===== src/rtl/ertn_pkg.sv =====
package ertn_pkg;
  typedef struct packed {
    logic doCommit;
    logic doFault;
    logic useRefill;
  } ertnStrobe_t;
endpackage


===== src/rtl/ertn_ctrl.sv =====
module ertn_ctrl
  import ertn_pkg::*;
#(
  parameter int PLV_W = 2
) (
  input  logic             retReq,
  input  logic [PLV_W-1:0] curPlv,
  input  logic             refillFlag,
  output ertnStrobe_t      strobe
);
  logic privOk;

  always_comb begin
    privOk           = (curPlv == '0);
    strobe.doCommit  = retReq && privOk;
    strobe.doFault   = retReq && !privOk;
    strobe.useRefill = refillFlag;
  end
endmodule


===== src/rtl/ertn_datapath.sv =====
module ertn_datapath
  import ertn_pkg::*;
#(
  parameter int ADDR_W = 32,
  parameter int MODE_W = 9,
  parameter int PLV_W  = 2
) (
  input  logic              clk,
  input  logic              rstN,
  input  ertnStrobe_t       strobe,
  input  logic [MODE_W-1:0] curMode,
  input  logic [PLV_W:0]    ordPrev,
  input  logic [ADDR_W-1:0] ordAddr,
  input  logic [PLV_W:0]    refillPrev,
  input  logic [ADDR_W-1:0] refillAddr,
  output logic              commitValid,
  output logic              faultValid,
  output logic [MODE_W-1:0] modeOut,
  output logic              refillAddrWe,
  output logic [ADDR_W-1:0] refillAddrOut,
  output logic              llSet,
  output logic [ADDR_W-1:0] redirectPc
);
  localparam int IE_POS = PLV_W;

  logic [PLV_W:0]    srcPrev;
  logic [ADDR_W-1:0] clearedRefill;
  logic [ADDR_W-1:0] nextPc;
  logic [MODE_W-1:0] nextMode;

  always_comb begin
    srcPrev       = strobe.useRefill ? refillPrev : ordPrev;
    clearedRefill = {refillAddr[ADDR_W-1:1], 1'b0};
    nextPc        = strobe.useRefill ? clearedRefill : ordAddr;
    nextMode      = curMode;
    nextMode[PLV_W-1:0] = srcPrev[PLV_W-1:0];
    nextMode[IE_POS]    = srcPrev[IE_POS];
  end

  always_ff @(posedge clk) begin
    if (!rstN) begin
      commitValid  <= 1'b0;
      faultValid   <= 1'b0;
      refillAddrWe <= 1'b0;
      llSet        <= 1'b0;
    end else begin
      commitValid  <= strobe.doCommit;
      faultValid   <= strobe.doFault;
      refillAddrWe <= strobe.doCommit && strobe.useRefill;
      llSet        <= strobe.doCommit;
    end
  end

  always_ff @(posedge clk) begin
    if (!rstN) begin
      modeOut       <= '0;
      refillAddrOut <= '0;
      redirectPc    <= '0;
    end else if (strobe.doCommit) begin
      modeOut       <= nextMode;
      refillAddrOut <= clearedRefill;
      redirectPc    <= nextPc;
    end
  end
endmodule


===== src/rtl/ertn_unit.sv =====
module ertn_unit
  import ertn_pkg::*;
#(
  parameter int ADDR_W = 32,
  parameter int MODE_W = 9,
  parameter int PLV_W  = 2
) (
  input  logic              clk,
  input  logic              rstN,
  input  logic              retReq,
  input  logic [MODE_W-1:0] curMode,
  input  logic [PLV_W:0]    ordPrev,
  input  logic [ADDR_W-1:0] ordAddr,
  input  logic [PLV_W:0]    refillPrev,
  input  logic [ADDR_W-1:0] refillAddr,
  output logic              commitValid,
  output logic              faultValid,
  output logic [MODE_W-1:0] modeOut,
  output logic              refillAddrWe,
  output logic [ADDR_W-1:0] refillAddrOut,
  output logic              llSet,
  output logic [ADDR_W-1:0] redirectPc
);
  ertnStrobe_t strobe;

  ertn_ctrl #(.PLV_W(PLV_W)) ctrl (
    .retReq     (retReq),
    .curPlv     (curMode[PLV_W-1:0]),
    .refillFlag (refillAddr[0]),
    .strobe     (strobe)
  );

  ertn_datapath #(.ADDR_W(ADDR_W), .MODE_W(MODE_W), .PLV_W(PLV_W)) dp (
    .clk           (clk),
    .rstN          (rstN),
    .strobe        (strobe),
    .curMode       (curMode),
    .ordPrev       (ordPrev),
    .ordAddr       (ordAddr),
    .refillPrev    (refillPrev),
    .refillAddr    (refillAddr),
    .commitValid   (commitValid),
    .faultValid    (faultValid),
    .modeOut       (modeOut),
    .refillAddrWe  (refillAddrWe),
    .refillAddrOut (refillAddrOut),
    .llSet         (llSet),
    .redirectPc    (redirectPc)
  );
endmodule


===== config.mk =====
export PLATFORM = sky130hd
export DESIGN_NAME = ertn_unit
export DESIGN_NICKNAME = d
export VERILOG_FILES = /design/src/rtl/ertn_pkg.sv /design/src/rtl/ertn_ctrl.sv /design/src/rtl/ertn_datapath.sv /design/src/rtl/ertn_unit.sv
export SDC_FILE = /design/constraint.sdc
export NUM_CORES = 1
export LEC_CHECK = 0
export BUFFER_PORTS_ARGS = -buffer_cell sky130_fd_sc_hd__buf_4
export CAP_MARGIN = 20
export CORE_MARGIN = 2
export CORE_UTILIZATION = 45
export CTS_BUF_LIST = sky130_fd_sc_hd__clkbuf_16
export DETAILED_ROUTE_END_ITERATION = 8
export GPL_TIMING_DRIVEN = 0
export PLACE_DENSITY = 0.79
export SETUP_SLACK_MARGIN = 0.05
export SYNTH_ARGS = -nofsm -noshare
export SYNTH_HDL_FRONTEND = slang
export SYNTH_SLANG_ARGS = --single-unit

===== constraint.sdc =====
create_clock -name clk -period 2.4 [get_ports clk]
set_input_delay 0.36 -clock clk [delete_from_list [all_inputs] [get_ports clk]]
set_output_delay 0.36 -clock clk [all_outputs]
set_load 0.005 [all_outputs]

Word level (Yosys, flattened, before mapping) --
Cells that the tools add are included.
Storage, ports and cells: input bits 82, output and inout bits 77, bits in registers 75
Cells by class: mux-type cells 2, reductions and logical operators 5
Operators by type and width (number):
- $mux 32 | 1
- $logic_and 1x1->1 | 3
- $mux 3 | 1
- $logic_not 2->1 | 1
- $logic_not 1->1 | 1

Depth between registers and ports, before layout --
Gate-level depths: netlist of the first run.
depth after elaboration 3, mapped depth 4, depth with buffers taken out 2

Cells and area by module --
A second synthesis of the first run with hierarchy kept.
Unflattened totals: cells, all modules 287, area, all modules 3071.7 µm²
Modules (own cells, without submodules):
- ertn_datapath | cells an instance 284, times used 1, area each 3044.2 µm²
- ertn_ctrl | cells an instance 3, times used 1, area each 27.5 µm²

Worst setup path before layout of the first run --
Ideal clock, no wire load.
kind input port to flip-flop, start input port curMode[1], end register dp.refillAddrOut[10], data arrival time 1.022 ns, path slack 1.307 ns, required time 2.328 ns, buffers on the path 2, cell stages on the path 4, cell sequence nor3b_2 buf_6 buf_12 mux2i_1
Between the ends: longest elaborated chain between the ends 2
Ends and longest elaborated chain:
- from (decl) | RTL line ertn_unit.sv:11 | input logic [MODE_W-1:0] curMode,
- $logic_not 2->1 | RTL line ertn_ctrl.sv:14 | privOk = (curPlv == '0);
- $logic_and 1x1->1 | RTL line ertn_ctrl.sv:15 | strobe.doCommit = retReq && privOk;
- to (signal assigned) | RTL line ertn_datapath.sv:61 | refillAddrOut <= clearedRefill;
- to (decl) | RTL line ertn_datapath.sv:20 | output logic [ADDR_W-1:0] refillAddrOut,
No other way between the ends. A chain may end at the register's enable or synchronous reset.

==> flow_summary.yaml, run 1 <==
status:
  outcome: "complete, no violations"
timing:
  layout_min_cycle_time_ps: 1240
  hold_violations: 0
  rsz0062_at_grt: "false"
  relSlewSlack_pct: 66.58
  min_period_over_period_pct: 51.68
  final.setup.tns_ps: 0
  timing.fmax_mhz: 806.2
  worst_pin_slew_ps: 501.2
  fin_worst_skew_ps: 0
  finalSetupViolCount: 0
  maxSlewViolCount: 0
yosys:
  yosysMostFrequentCell: "nand2_1"
  synthCells: 328
  synth_ff_type: "dfxtp_1"
  synth_area_leaders: "dfxtp_1 (48%), mux2i_1 (23%), nand2_1 (13%), o22ai_1 (6.8%), buf_12 (2.5%)"
  yosysSeqAreaShare_pct: 47.75
  avgSynthCellArea_um2: 9.586
  synth_edf_count: 0
  synth_area_leader_cell: "dfxtp_1"
  synth_commonest_cells: "nand2_1 (109), dfxtp_1 (75), mux2i_1 (72), o22ai_1 (34), buf_2 (14)"
  synth_cell_types: 16
  synth_warnings: 0
  synth_seq_cells: 75
  syn-num-nets: 410
  synth_top_area_share_pct: 47.75
  syn_area_mm2: 0.003144
  async_reset_ff_share_pct: 0
flow_run:
  max_cap_viol_count: 0
global_route:
  antenna_found_initial: 0
  track_usage_pct: 22.98
  grt_start_max_net_pins: 13
  grt_pass1_wl_um: 13660
  gr-total-overflow: 0
  grt_pass1_vias: 2897
setup_path:
  cp_cell_sequence: "buf_4 > buf_4"
  crit_type: "flip-flop to primary output"
  critPathMaxFanout: 2
  worst_path_largest_cell_delay_ps: 310
  startpoint_type: "flip-flop"
  cp_num_buf_inv: 2
  path_common_cell: "buf_4"
  critPathCaptureType: "primary output"
  crit_arrival_ps: 880
  cpLargestDelayFamily: "flip-flops"
  cpMaxStageDelayCell: "dfxtp_1"
  required_ps: 2040
layout:
  final_core_util_pct: 69.72
  num-fill-cells: 550
  synthToLayoutAreaGrowth_pct: 50.66
  seqCellArea_mm2: 0.001501
  drive_above_1_share_pct: 39.48
  num-nets-final: 576
  multiInputGateArea_mm2: 0.001391
  design_area_mm2: 0.004737
  n_antenna_cell: 0
routing:
  drtPass1Iterations: 4
  drc: 0
  wl_per_cell_um: 14.66
  drtIter0Drc: 59
  num_vias: 2916
  drt_wl_total_um: 8724
  vias_per_cell: 4.901
  ant_nets: 0
cts:
  numCtsBuffers: 9
  cts-root-buf: "clkbuf_16"
  clk_latency_ps: 320
  clk_pin_slew_ps: 60
  cts_buffer_depth: 2
  cts_tree: "done"
  h-tree-depth: 3
  post_cts_buffers: 0
  cts_num_sinks: 75
  holdBufCountCts: 0
  cts_resized: 0
power_and_ir_drop:
  power_density_mw_per_mm2: 653.7
  p_leak_uw: 0.002216
  vdd_drop_max_mv: 0.4592
die:
  ioPinCount: 159
  initial_utilization_pct: 46.28
  core.rowCount: 30
  coreArea_mm2: 0.006794
  die_area_mm2: 0.007672
  dieWidth_um: 87.59
  chipHeight_um: 87.59
min_path:
  hp-class: "input pin to flip-flop"
place:
  place.detailed.hpwl_um: 6549
  routabilityCongestion: 0.8118
  numPortBuffers: 155
  place_area_mm2: 0.004428
-- per-stage QoR --
stage | setup WS [ps] | total power [µW] | hold WS [ps] | std cells
3_3_place_gp | 1049 | 1724 | 443.1 | 579
6_report | 1160 | 3097 | 285.0 | 595
4_1_cts | 1150 | 3127 | 277.7 | 595
3_5_place_dp | 1020 | 1733 | 451.3 | 579
2_1_floorplan | 1307 | 1515 | 451.1 | 328
5_1_grt | 1141 | 3210 | 287.2 | 595
-- cells in the final DEF, fill, tap and decap left out --
cell and instances:
buf_12 4, buf_2 14, buf_4 162, buf_6 3, bufinv_16 2, clkbuf_1 2
clkbuf_16 9, clkinv_1 2, clkinv_2 1, clkinvlp_4 1, conb_1 1, dfxtp_1 75
inv_1 3, mux2i_1 72, nand2_1 109, nand3b_1 1, nand4bb_1 1, nor2_1 1
nor3b_2 1, o211a_1 1, o22ai_1 34
-- power breakdown --
part	switching [µW]	internal, µW	total (µW)
combinational	166	226	392
sequential	22.7	1290	1310
clock	494	897	1390
total	683	2410	3100
-- layout make-up --
cell class,instances,area share [%]
inverter,2,0.1585
sequential,75,31.70
clock buffer,9,4.754
clock inverter,7,1.770
multi-input combinational,221,29.37
tap,96,2.536
timing repair buffer,155,24.56
buffer,30,5.151
-- path summary, 6_finish.rpt --
check                                         from                          endpoint  slack (ps)  cells after the start
setup / recovery         dp.commitValid$_SDFF_PN0_                             llSet        1160                      2
hold / removal                          curMode[0]          dp.faultValid$_SDFF_PN0_         290                      2
hold reg to reg   dp.refillAddrOut[2]$_SDFFE_PN0P_  dp.refillAddrOut[2]$_SDFFE_PN0P_         460                      2
setup reg to reg        dp.modeOut[0]$_SDFFE_PN0P_        dp.modeOut[0]$_SDFFE_PN0P_        1770                      2
-- layer usage --
| layer | vias to the layer above | GRT usage (%) | share of wire (%) |
|---|---|---|---|
| met5 | - | 0 | 0 |
| met4 | 0 | 10.91 | 2.8 |
| met3 | 18 | 4.901 | 6.1 |
| met2 | 100 | 38.71 | 50 |
| met1 | 1355 | 28.01 | 41 |
| li1 | 1443 | - | - |
-- cells by family after synthesis --
family / synth area share (%)
AO/OA/AOI/OAI: 7.083
flip-flops: 47.75
multiplexers: 22.92
other: 0.1193
AND/OR/NAND/NOR: 14.13
buffers and inverters: 7.999
-- worst reg2reg max path: cells and delay by family (launching register included) --
| family | cells | cell delay, ps |
|---|---|---|
| and+or+nand+nor | 1 | 60 |
| DFF | 1 | 340 |
| AOI/OAI and AO/OA | 1 | 160 |
-- state kept, by name (all words and copies together) (netlist names) --
name / cells
dp.faultValid: 1
dp.refillAddrOut: 31
dp.redirectPc: 32
dp.modeOut: 9
dp.commitValid: 1
dp.refillAddrWe: 1
(Power assumes the default switching activity.)
==> run 2: changes to the inputs <==
--- a/config.mk
+++ b/config.mk
@@ -8,11 +8,11 @@
 export BUFFER_PORTS_ARGS = -buffer_cell sky130_fd_sc_hd__buf_4
 export CAP_MARGIN = 20
 export CORE_MARGIN = 2
-export CORE_UTILIZATION = 45
+export CORE_UTILIZATION = 41
 export CTS_BUF_LIST = sky130_fd_sc_hd__clkbuf_16
 export DETAILED_ROUTE_END_ITERATION = 8
 export GPL_TIMING_DRIVEN = 0
-export PLACE_DENSITY = 0.79
+export PLACE_DENSITY = 0.76
 export SETUP_SLACK_MARGIN = 0.05
 export SYNTH_ARGS = -nofsm -noshare
 export SYNTH_HDL_FRONTEND = slang
==> constraint.sdc (replaced) <==
create_clock -name clk -period 1.1 [get_ports clk]
set_input_delay 0.165 -clock clk [delete_from_list [all_inputs] [get_ports clk]]
set_output_delay 0.165 -clock clk [all_outputs]
set_load 0.005 [all_outputs]
==> flow_summary.yaml, run 2 (synthesis gave the netlist of run 1 again) <==
global_route:
  antenna_found_initial: 0
  gr-total-overflow: 0
  track_usage_pct: 21.77
  grt_pass1_vias: 2969
  grt_pass1_wl_um: 14520
  grt_start_max_net_pins: 13
min_path:
  min_from: "retReq"
  hp-class: "input pin to flip-flop"
layout:
  synthToLayoutAreaGrowth_pct: 52.13
  final_common_cell: "buf_4"
  final_core_util_pct: 65.25
  largest_register_ffs: 32
  n_antenna_cell: 0
  top_regs: "dp.redirectPc x32, dp.refillAddrOut x31, dp.modeOut x9"
  regMostFlops: "dp.redirectPc"
  drive_above_1_share_pct: 39.84
  num-nets-final: 575
  final_cell_mix: "buf_4 (160), nand2_1 (109), dfxtp_1 (74), mux2i_1 (72), o22ai_1 (34)"
cts:
  clk_latency_ps: 320
  holdBufCountCts: 0
  cts-root-buf: "clkbuf_16"
  clk_pin_slew_ps: 60
  numCtsBuffers: 9
  cts_tree: "done"
  cts_num_sinks: 75
  cts_buffer_depth: 2
  h-tree-depth: 3
  post_cts_buffers: 0
power_and_ir_drop:
  p_leak_uw: 0.002233
  power_density_mw_per_mm2: 1507
  vdd_drop_max_mv: 0.8658
setup_path:
  worst_path_largest_cell_delay_ps: 350
  startpoint_type: "flip-flop"
  cp_cell_sequence: "buf_4"
  regToRegSetupSlack_ps: 480
  critPathCaptureType: "primary output"
  cpMaxStageDelayCell: "dfxtp_1"
  crit_type: "flip-flop to primary output"
  critPathMaxFanout: 2
  required_ps: 940
  cp_num_buf_inv: 1
  startpoint: "dp.refillAddrOut[11]$_SDFFE_PN0P_"
  crit_arrival_ps: 800
  rr_startpoint: "dp.redirectPc[25]$_SDFFE_PN0P_"
  cpLargestDelayFamily: "flip-flops"
timing:
  maxSlewViolCount: 0
  fin_worst_skew_ps: 0
  layout_min_cycle_time_ps: 961.4
  finalSetupViolCount: 0
  worst_slack_ps: 138.6
  rsz0062_at_grt: "false"
  timing.fmax_mhz: 1040
  hold_violations: 0
  holdWs_ps: 88.38
  min_period_over_period_pct: 87.40
place:
  numPortBuffers: 155
  place.detailed.hpwl_um: 6565
  routabilityCongestion: 0.7872
  post-place-ws_ps: -71.95
routing:
  vias_per_cell: 4.926
  wl_met2_um: 4344
  num_vias: 2936
  drt_wl_total_um: 8886
  drtPass1Iterations: 4
  wl_met1_um: 3776
  route.met3.wl_um: 524
  wl_per_cell_um: 14.91
  ant_nets: 0
  drc: 0
  highest_layer: "met4"
  drtIter0Drc: 64
die:
  initial_utilization_pct: 42.89
  dieWidth_um: 91.57
  ioPinCount: 159
  die_area_mm2: 0.008385
  chipHeight_um: 91.57
  core.rowCount: 31
  coreArea_mm2: 0.007331
status:
  outcome: "complete, no violations"
flow_run:
  max_cap_viol_count: 0
-- run 2: worst paths after layout --
check,cells after the start,to
setup / recovery,1,refillAddrOut[11]
hold / removal,2,dp.faultValid$_SDFF_PN0_
setup reg to reg,2,dp.redirectPc[25]$_SDFFE_PN0P_
hold reg to reg,2,dp.modeOut[7]$_SDFFE_PN0P_
-- run 2: final cells by class --
cell class	instances	area [µm²]
Fill cell	630	2547
Sequential cell	75	1503
Multi-Input combinational cell	221	1391
Timing Repair Buffer	155	1167
Buffer	29	236.5
Clock buffer	9	225.2
Clock inverter	6	128.9
Tap cell	99	123.9
Inverter	2	7.507
-- run 2: what timing repair did --
action                                 in CTS  in global routing
setup endpoints to repair                   1                  1
resized for setup                           2                  0
endpoints found under the hold margin       0                  0
-- run 2: metal layers --
layer / GRT usage (%) / vias to the layer above
li1: - / 1446
met1: 26.01 / 1364
met2: 36.70 / 105
met3: 5.394 / 21
met4: 9.848 / 0
met5: 0 / -
-- run 2: power by group --
group          leakage (µW)  switching (µW)  internal (µW)  total, µW
clock              0.000173            1060           2420       3480
sequential         0.000610            51.6           2820       2870
combinational       0.00145             362            492        855
total               0.00223            1480           5730       7210
-- run 2: per-stage QoR --
step	instances	setup TNS (ps)	cell area, µm²	total power (µW)
after global routing	596	0	4783	7531
after global placement	582	-1617	4432	3768
final	596	0	4783	7206
after floorplan	328	0	3144	3305
after CTS	597	0	4791	7284
after detailed placement	582	-1809	4432	3785
